File: config.mk
export PLATFORM = sky130hd
export DESIGN_NAME = stacc_seq
export DESIGN_NICKNAME = d
export VERILOG_FILES = /design/src/rtl/stacc_pkg.sv /design/src/rtl/stacc_fsm.sv /design/src/rtl/stacc_pc.sv /design/src/rtl/stacc_opreg.sv /design/src/rtl/stacc_seq.sv
export SDC_FILE = /design/constraint.sdc
export NUM_CORES = 1
export LEC_CHECK = 0
export ABC_AREA = 1
export CELL_PAD_IN_SITES_DETAIL_PLACEMENT = 0
export CELL_PAD_IN_SITES_GLOBAL_PLACEMENT = 1
export CORE_ASPECT_RATIO = 0.7
export CORE_MARGIN = 2
export CORE_UTILIZATION = 29
export DETAILED_ROUTE_END_ITERATION = 10
export PLACE_DENSITY_LB_ADDON = 0.1
export SLEW_MARGIN = 5
export SYNTH_ARGS = -nofsm -noshare
export SYNTH_HDL_FRONTEND = slang
export SYNTH_SLANG_ARGS = --single-unit
File: constraint.sdc
create_clock -name clk -period 1.5 [get_ports clk]
set_input_delay 0.3 -clock clk [delete_from_list [all_inputs] [get_ports clk]]
set_output_delay 0.3 -clock clk [all_outputs]
set_load 0.01 [all_outputs]
File: src/rtl/stacc_pkg.sv
package stacc_pkg;
    typedef enum logic [1:0] {
        ST_FETCH = 2'd0,
        ST_ADRH  = 2'd1,
        ST_ADRL  = 2'd2,
        ST_STORE = 2'd3
    } seq_st_t;
endpackage

File: src/rtl/stacc_fsm.sv
module stacc_fsm
    import stacc_pkg::*;
#(
    parameter int             DW     = 8,
    parameter logic [DW-1:0]  OPC_ST = 8'hB7
) (
    input  logic          clk,
    input  logic          rst,
    input  logic          go,
    input  logic [DW-1:0] din,
    output seq_st_t       state
);
    seq_st_t state_nx;

    always_ff @(posedge clk) begin
        if (rst) state <= ST_FETCH;
        else     state <= state_nx;
    end

    always_comb begin
        state_nx = state;
        if (go) begin
            unique case (state)
                ST_FETCH: state_nx = (din == OPC_ST) ? ST_ADRH : ST_FETCH;
                ST_ADRH:  state_nx = ST_ADRL;
                ST_ADRL:  state_nx = ST_STORE;
                ST_STORE: state_nx = ST_FETCH;
                default:  state_nx = ST_FETCH;
            endcase
        end
    end
endmodule

File: src/rtl/stacc_pc.sv
module stacc_pc #(
    parameter int            AW       = 16,
    parameter logic [AW-1:0] START_PC = '0
) (
    input  logic          clk,
    input  logic          rst,
    input  logic          inc,
    output logic [AW-1:0] pc
);
    always_ff @(posedge clk) begin
        if (rst)      pc <= START_PC;
        else if (inc) pc <= pc + AW'(1);
    end
endmodule

File: src/rtl/stacc_opreg.sv
module stacc_opreg #(
    parameter int DW = 8
) (
    input  logic            clk,
    input  logic            rst,
    input  logic            ld_ir,
    input  logic            ld_hi,
    input  logic            ld_lo,
    input  logic [DW-1:0]   din,
    output logic [DW-1:0]   ir,
    output logic [2*DW-1:0] ea
);
    always_ff @(posedge clk) begin
        if (rst) begin
            ir <= '0;
            ea <= '0;
        end else begin
            if (ld_ir) ir <= din;
            if (ld_hi) ea[2*DW-1:DW] <= din;
            if (ld_lo) ea[DW-1:0]    <= din;
        end
    end
endmodule

File: src/rtl/stacc_seq.sv
module stacc_seq
    import stacc_pkg::*;
#(
    parameter int                DW       = 8,
    localparam int               AW       = 2 * DW,
    parameter logic [2*DW-1:0]   START_PC = 16'hC100,
    parameter logic [DW-1:0]     OPC_ST   = 8'hB7
) (
    input  logic          clk,
    input  logic          rst,
    input  logic          bus_go,
    input  logic [DW-1:0] din,
    input  logic [DW-1:0] acc_in,
    output logic [AW-1:0] addr,
    output logic          rw,
    output logic [DW-1:0] dout,
    output logic [AW-1:0] pc_o,
    output logic [DW-1:0] ir_o
);
    seq_st_t       state;
    logic [AW-1:0] pc;
    logic [AW-1:0] ea;
    logic          is_rd;

    stacc_fsm #(.DW(DW), .OPC_ST(OPC_ST)) fsm_i (
        .clk   (clk),
        .rst   (rst),
        .go    (bus_go),
        .din   (din),
        .state (state)
    );

    assign is_rd = (state != ST_STORE);

    stacc_pc #(.AW(AW), .START_PC(START_PC)) pc_i (
        .clk (clk),
        .rst (rst),
        .inc (bus_go && is_rd),
        .pc  (pc)
    );

    stacc_opreg #(.DW(DW)) opr_i (
        .clk   (clk),
        .rst   (rst),
        .ld_ir (bus_go && (state == ST_FETCH)),
        .ld_hi (bus_go && (state == ST_ADRH)),
        .ld_lo (bus_go && (state == ST_ADRL)),
        .din   (din),
        .ir    (ir_o),
        .ea    (ea)
    );

    always_comb begin
        addr = pc;
        rw   = 1'b1;
        dout = '0;
        unique case (state)
            ST_FETCH, ST_ADRH, ST_ADRL: begin
                addr = pc;
                rw   = 1'b1;
            end
            ST_STORE: begin
                addr = ea;
                rw   = 1'b0;
                dout = acc_in;
            end
            default: ;
        endcase
    end

    assign pc_o = pc;
endmodule

==> impl_metrics.toml, run 1 <==
[outcome]
status = "complete, but fails checks"
failed_checks = "negative setup slack"

[yosys]
synth_compound_area_share_pct = 13.9
synth_edf_count = 0
ys_seq_area_share_pct = 40.0
synth_most_common_cell = "nand2_1"
syn_inst = 316
synth_xor_area_share_pct = 0
synth-simple-area-share_pct = 33.7
synth_top_area_cell = "dfxtp_1"
yosys.area_share.adder_pct = 2.98
ys_types = 24
synth_mux_area_share_pct = 0
netlist_area_sq_um = 2100
yosys.area.top_type_share_pct = 40.0
async_flop_share_pct = 0
syn-num-nets = 340
synth_top_cells_by_area = "dfxtp_1 (40%), nand2_1 (12%), nor2_1 (11%)"
yosysWarnings = 0
ys_ff_latch = 42
synth-main-ff-cell = "dfxtp_1"
synth_area_per_cell_sq_um = 6.65
synth_common_cells = "nand2_1 (68), nor2_1 (64), dfxtp_1 (42)"
synth_top_family_by_area = "simple AND/OR/NAND/NOR gates"

[layout]
nFillCells = 738
finalInstanceArea_sq_um = 3310
drive_gt1_share_pct = 27.9
antenna_cells = 0
regArea_sq_um = 846
syn2layout_area_growth_pct = 57.7
multi_input_area_sq_um = 1160
num-nets-final = 449

[drt]
drc = 0
vias_per_cell = 4.51
dr_total_vias = 2343
met2WireLength_microns = 2620
routedWlPerCell_microns = 12.2
totalWireLength_microns = 6350
drtIter0Drc = 73
firstDrtPassIters = 4
met1Wirelength_microns = 3320
wl_met3_microns = 352
highest_layer = "met4"
antenna_left = 0

[pwr]
p_comb_share_pct = 14.0
power_leakage_nw = 1.65
p_sw_mw = 0.559
max-vdd-ir-drop_v = 0.000473
p_sw_share_pct = 24.9
internal-power_mw = 1.69
p_per_area_nw_per_um2 = 678
clkPwrFrac_pct = 33.7
finalPower_mw = 2.25
pwr-share-seq_pct = 52.3

[critical_path]
arrival_ns = 1.34
critPathMaxFanout = 8
worstSetupStartpointType = "flip-flop"
crit_path_end_kind = "output port"
reg2reg_slack_ns = 0.11
cp.required_ns = 1.20
critPathKind = "flip-flop to output port"

[worst_hold_path]
hp-class = "flip-flop to flip-flop"

[timing]
fin_crit_sh_pct = 109
tightest_slew_ns = 0.265
setup_ws_ns = -0.139
relSlewSlack_pct = 82.3
final-setup-viol-count = 25
hold_slack_ns = 0.474
finalHoldViolCount = 0
layout_min_cycle_time_ns = 1.64
skew_ns = 0.0107
fmax_ghz = 0.610
drv_slew = 0
rsz0062_at_grt = "true"

[place]
gp_congestion = 0.825
dp_hpwl_microns = 4880
place_ws_ns = -0.333
io_buffers = 67
placed_area_sq_um = 3160

[grt]
overflow = 0
grt_pass1_vias = 2207
grt_first_pass_wirelength_microns = 10600
grt_max_degree = 21
antenna_found_initial = 0
grt_usage_pct = 17.0

[die]
die_w_microns = 106
row_count = 25
start_util_pct = 30.5
coreArea_sq_um = 6880
dieArea_sq_um = 7950
die_h_microns = 75.2
num_io_pins = 68

[cts]
clk_pin_slew_ns = 0.07
insertion_delay_ns = 0.29
cts.sinks = 42
root_buffer = "clkbuf_8"
numCtsBuffers = 5
htreeDepth = 2
ctsHoldBuffers = 0
cts_tree = "yes"
cts_buffer_depth = 2

[job]
max-cap-violations = 0
cell families after synthesis:
family	Yosys count
buf+inv	47
flops	42
compound gates	58
simple gates	164
fa+ha+maj	5
layout by cell type, fill, tap and decap left out, types with 13 or more instances in the layout:
cell,instances
buf_2,23
dfxtp_1,38
o21ai_0,29
nand2_2,16
nor2_1,63
clkdlybuf4s50_1,21
buf_4,35
dlygate4sd2_1,16
nand2_1,52
nand3_1,13
inv_1,33
through the flow:
stage          util, %  std cells  setup TNS [ns]
6_report          48.1        520           -2.49
5_1_grt           48.1        520           -4.06
4_1_cts           46.9        518           -2.66
3_5_place_dp      45.9        507           -9.31
3_3_place_gp      45.9        507           -8.47
2_1_floorplan        -        316               0
repair_timing:
action                                  4_1_cts  5_1_grt
gates resized for setup                     154       23
gates cloned                                  1        0
buffers inserted                              2        2
endpoints found under the setup margin       41       38
pin swaps                                     3        2
registers in the layout, indices dropped and copies added, names as in the netlist:
name,count
opr_i.ea,16
opr_i.ir,8
pc_i.pc,16
fsm_i.state,2
worst max-delay path: stages, from the launching register on:
cell     delay [ns]
dfxtp_2        0.34
ha_4           0.19
buf_12         0.15
buf_4          0.14
nand2_4        0.06
nand2_1        0.05
buf_2          0.13
per-layer routing:
metal / up-vias / GRT usage [%]
li1: 1216 / -
met4: 0 / 4.09
met1: 1052 / 23.8
met2: 71 / 27.1
met3: 4 / 3.55
met5: - / 0
worst paths after layout:
| kind | from | to | cells past startpoint |
|---|---|---|---|
| setup / recovery | fsm_i.state[0]$_SDFFE_PP0P_ | addr[13] | 6 |
| hold / removal | opr_i.ir[5]$_SDFFE_PP0P_ | opr_i.ir[5]$_SDFFE_PP0P_ | 2 |
| setup reg to reg | fsm_i.state[0]$_SDFFE_PP0P_ | pc_i.pc[13]$_SDFFE_PP0P_ | 9 |
| hold reg to reg | opr_i.ir[5]$_SDFFE_PP0P_ | opr_i.ir[5]$_SDFFE_PP0P_ | 2 |
cell type report:
cell class | count | area share, %
well taps | 94 | 3.55
multi-input cells | 227 | 35.0
repair buffers | 110 | 28.8
clock inverters | 1 | 0.151
inverters | 39 | 4.42
clock buffers | 7 | 2.61
flip-flops and latches | 42 | 25.5
power by group through the flow:
stage | sequential [mW] | clock [mW] | combinational (mW)
floorplan | 1.21 | 0 | 0.111
global placement | 1.20 | 0 | 0.319
detailed placement | 1.20 | 0 | 0.318
finish | 1.17 | 0.756 | 0.315
CTS | 1.17 | 0.800 | 0.315
global route | 1.18 | 0.843 | 0.350
Power figures use the tool's default switching activity.
==> run 2, diff against run 1 <==
TNS_END_PERCENT = 10   (was not set)
clock period = 1.95 ns   (was 1.5 ns; I/O delays follow)
==> run 2 against run 1 <==
  * The run now ends clean
  * Sequential share of layout area is 2.0 points higher
  * Non-clock buffer count is 26 lower
  * Highest routed layer unchanged
  * Cell count is 5.4% lower
  * Clock skew is 0.0033 ns lower
  * Critical path type unchanged
  * Worst hold slack worse by 0.012 ns
  * Combinational power is 32% lower
  * Power is 26% lower
  * First-iteration DRC count is 26% higher
==> impl_metrics.toml, run 2 (synthesis gave the netlist of run 1 again) <==
[die]
num_io_pins = 68
dieArea_sq_um = 7950
die_h_microns = 75.2
start_util_pct = 30.5
row_count = 25
die_w_microns = 106
coreArea_sq_um = 6880

[cts]
insertion_delay_ns = 0.29
post_cts_buffers = 0
cts_buffer_depth = 2
cts.sinks = 42
htreeDepth = 2
numCtsBuffers = 5
cts_tree = "yes"
clk_pin_slew_ns = 0.07
root_buffer = "clkbuf_8"

[critical_path]
crit_path_end_kind = "output port"
timing.critical_path.slowest_stage_cell = "dfxtp_2"
worstSetupStartpointType = "flip-flop"
rr_worst_depth = 8
arrival_ns = 1.43
reg2reg_slack_ns = 0.48
path_cells = "ha_4, buf_4, o21ai_0, dlygate4sd2_1"
r2r_end = "pc_i.pc[14]$_SDFFE_PP1P_"
critPathMaxFanout = 12
rr_startpoint = "fsm_i.state[0]$_SDFFE_PP0P_"
critPathMaxStageDelay_ns = 0.34
cp.required_ns = 1.56
critPathKind = "flip-flop to output port"

[place]
dpl.cell_count = 486
dp_hpwl_microns = 4710
io_buffers = 67
place_ws_ns = 0.0444
gp_congestion = 0.774

[timing]
finalHoldViolCount = 0
fin_crit_sh_pct = 93.2
tightest_slew_ns = 0.293
relSlewSlack_pct = 80.5
fmax_ghz = 0.550
tns_ns = 0
setup_ws_ns = 0.132
rsz0062_at_grt = "false"
layout_min_cycle_time_ns = 1.82
drv_slew = 0
skew_ns = 0.00738
final-setup-viol-count = 0

[pwr]
finalPower_mw = 1.67
max-vdd-ir-drop_v = 0.000225
p_per_area_nw_per_um2 = 545
power_leakage_nw = 1.37

[layout]
final_common_cell = "nand2_1"
num-nets-final = 423
drive_gt1_share_pct = 9.80
antenna_cells = 0
layout_common_cells = "nand2_1 (68), nor2_1 (64), clkdlybuf4s50_1 (42)"
final_cells = 492
nFillCells = 749
syn2layout_area_growth_pct = 45.9
largestRegisters = "opr_i.ea: 16 flops, pc_i.pc: 16 flops, opr_i.ir: 8 flops"

[grt]
antenna_found_initial = 0
grt_usage_pct = 16.5
grt_first_pass_wirelength_microns = 10100
grt_pass1_vias = 2058
overflow = 0
grt_max_degree = 37

[drt]
routedWlPerCell_microns = 12.5
vias_per_cell = 4.42
firstDrtPassIters = 4
dr_total_vias = 2176
antenna_left = 0
drtIter0Drc = 92
drc = 0
totalWireLength_microns = 6130

[worst_hold_path]
holdCritStartpoint = "opr_i.ir[5]$_SDFFE_PP0P_"
hp-class = "flip-flop to flip-flop"
whs_path_depth = 2
min_to = "opr_i.ir[5]$_SDFFE_PP0P_"

[outcome]
status = "finished, final reports clean"

[job]
max-cap-violations = 0
run 2: cell count changes in the layout (fill, tap and decap cells not counted), moves of 11 or more:
cell,change
o21ai_0,+11
nand2_2,-13
buf_2,-23
buf_4,-21
nand2_1,+16
clkdlybuf4s50_1,+21
run 2: area by class of cell:
class / instances / area (sq um) / area share (%)
Multi-Input combinational cell: 227 / 1070 / 35.1
Timing Repair Buffer: 84 / 800 / 26.1
Clock buffer: 6 / 82.6 / 2.69
Tap cell: 94 / 118 / 3.84
Sequential cell: 42 / 843 / 27.5
Inverter: 39 / 146 / 4.78
run 2: power by group:
group	switching, mW	leakage (nW)	internal, mW	total (mW)
registers	0.0181	0.343	0.886	0.904
clock network	0.277	0.0431	0.273	0.550
logic	0.107	0.984	0.108	0.215
run 2: timing repair:
| item | CTS | global route |
|---|---|---|
| resized for setup | 26 | 5 |
| hold buffers | 0 | 0 |
| setup endpoints to repair | 25 | 12 |
run 2: worst max-delay path by stage:
stage / from / end / slack (ns) / depth (start not counted)
after CTS: fsm_i.state[0]$_SDFFE_PP0P_ / dout[0] / -0.21 / 6
final: fsm_i.state[0]$_SDFFE_PP0P_ / addr[10] / 0.13 / 4
after floorplan: fsm_i.state[0]$_SDFFE_PP0P_ / addr[10] / 0.39 / 5
after global placement: fsm_i.state[0]$_SDFFE_PP0P_ / addr[5] / 0.02 / 4
after detailed placement: fsm_i.state[0]$_SDFFE_PP0P_ / dout[7] / 0.04 / 6
after global routing: fsm_i.state[1]$_SDFFE_PP0P_ / addr[2] / 0.005 / 4
run 2: metal layers:
metal / share of wire [%] / wire length [microns] / track usage (%) / up-vias
li1: - / - / - / 1167
met1: 52 / 3190 / 23.3 / 946
met2: 41 / 2500 / 25.7 / 56
met3: 5.9 / 361 / 3.72 / 7
met4: 1.1 / 70 / 4.39 / 0
met5: 0 / 0 / 0 / -
run 2: stage by stage:
step	hold WS, ns	instance area (sq um)	utilization (%)
floorplan	0.455	2100	-
global placement	0.460	2990	43.5
detailed placement	0.457	2990	43.5
CTS	0.467	3050	44.3
global route	0.489	3060	44.5
finish	0.463	3060	44.5
run 2: worst max-delay path, delay by kind of cell, from the launching register on:
family	cells	cell delay (ns)
compound gates	1	0.18
fa+ha+maj	1	0.17
buf+inv	2	0.46
flops	1	0.34
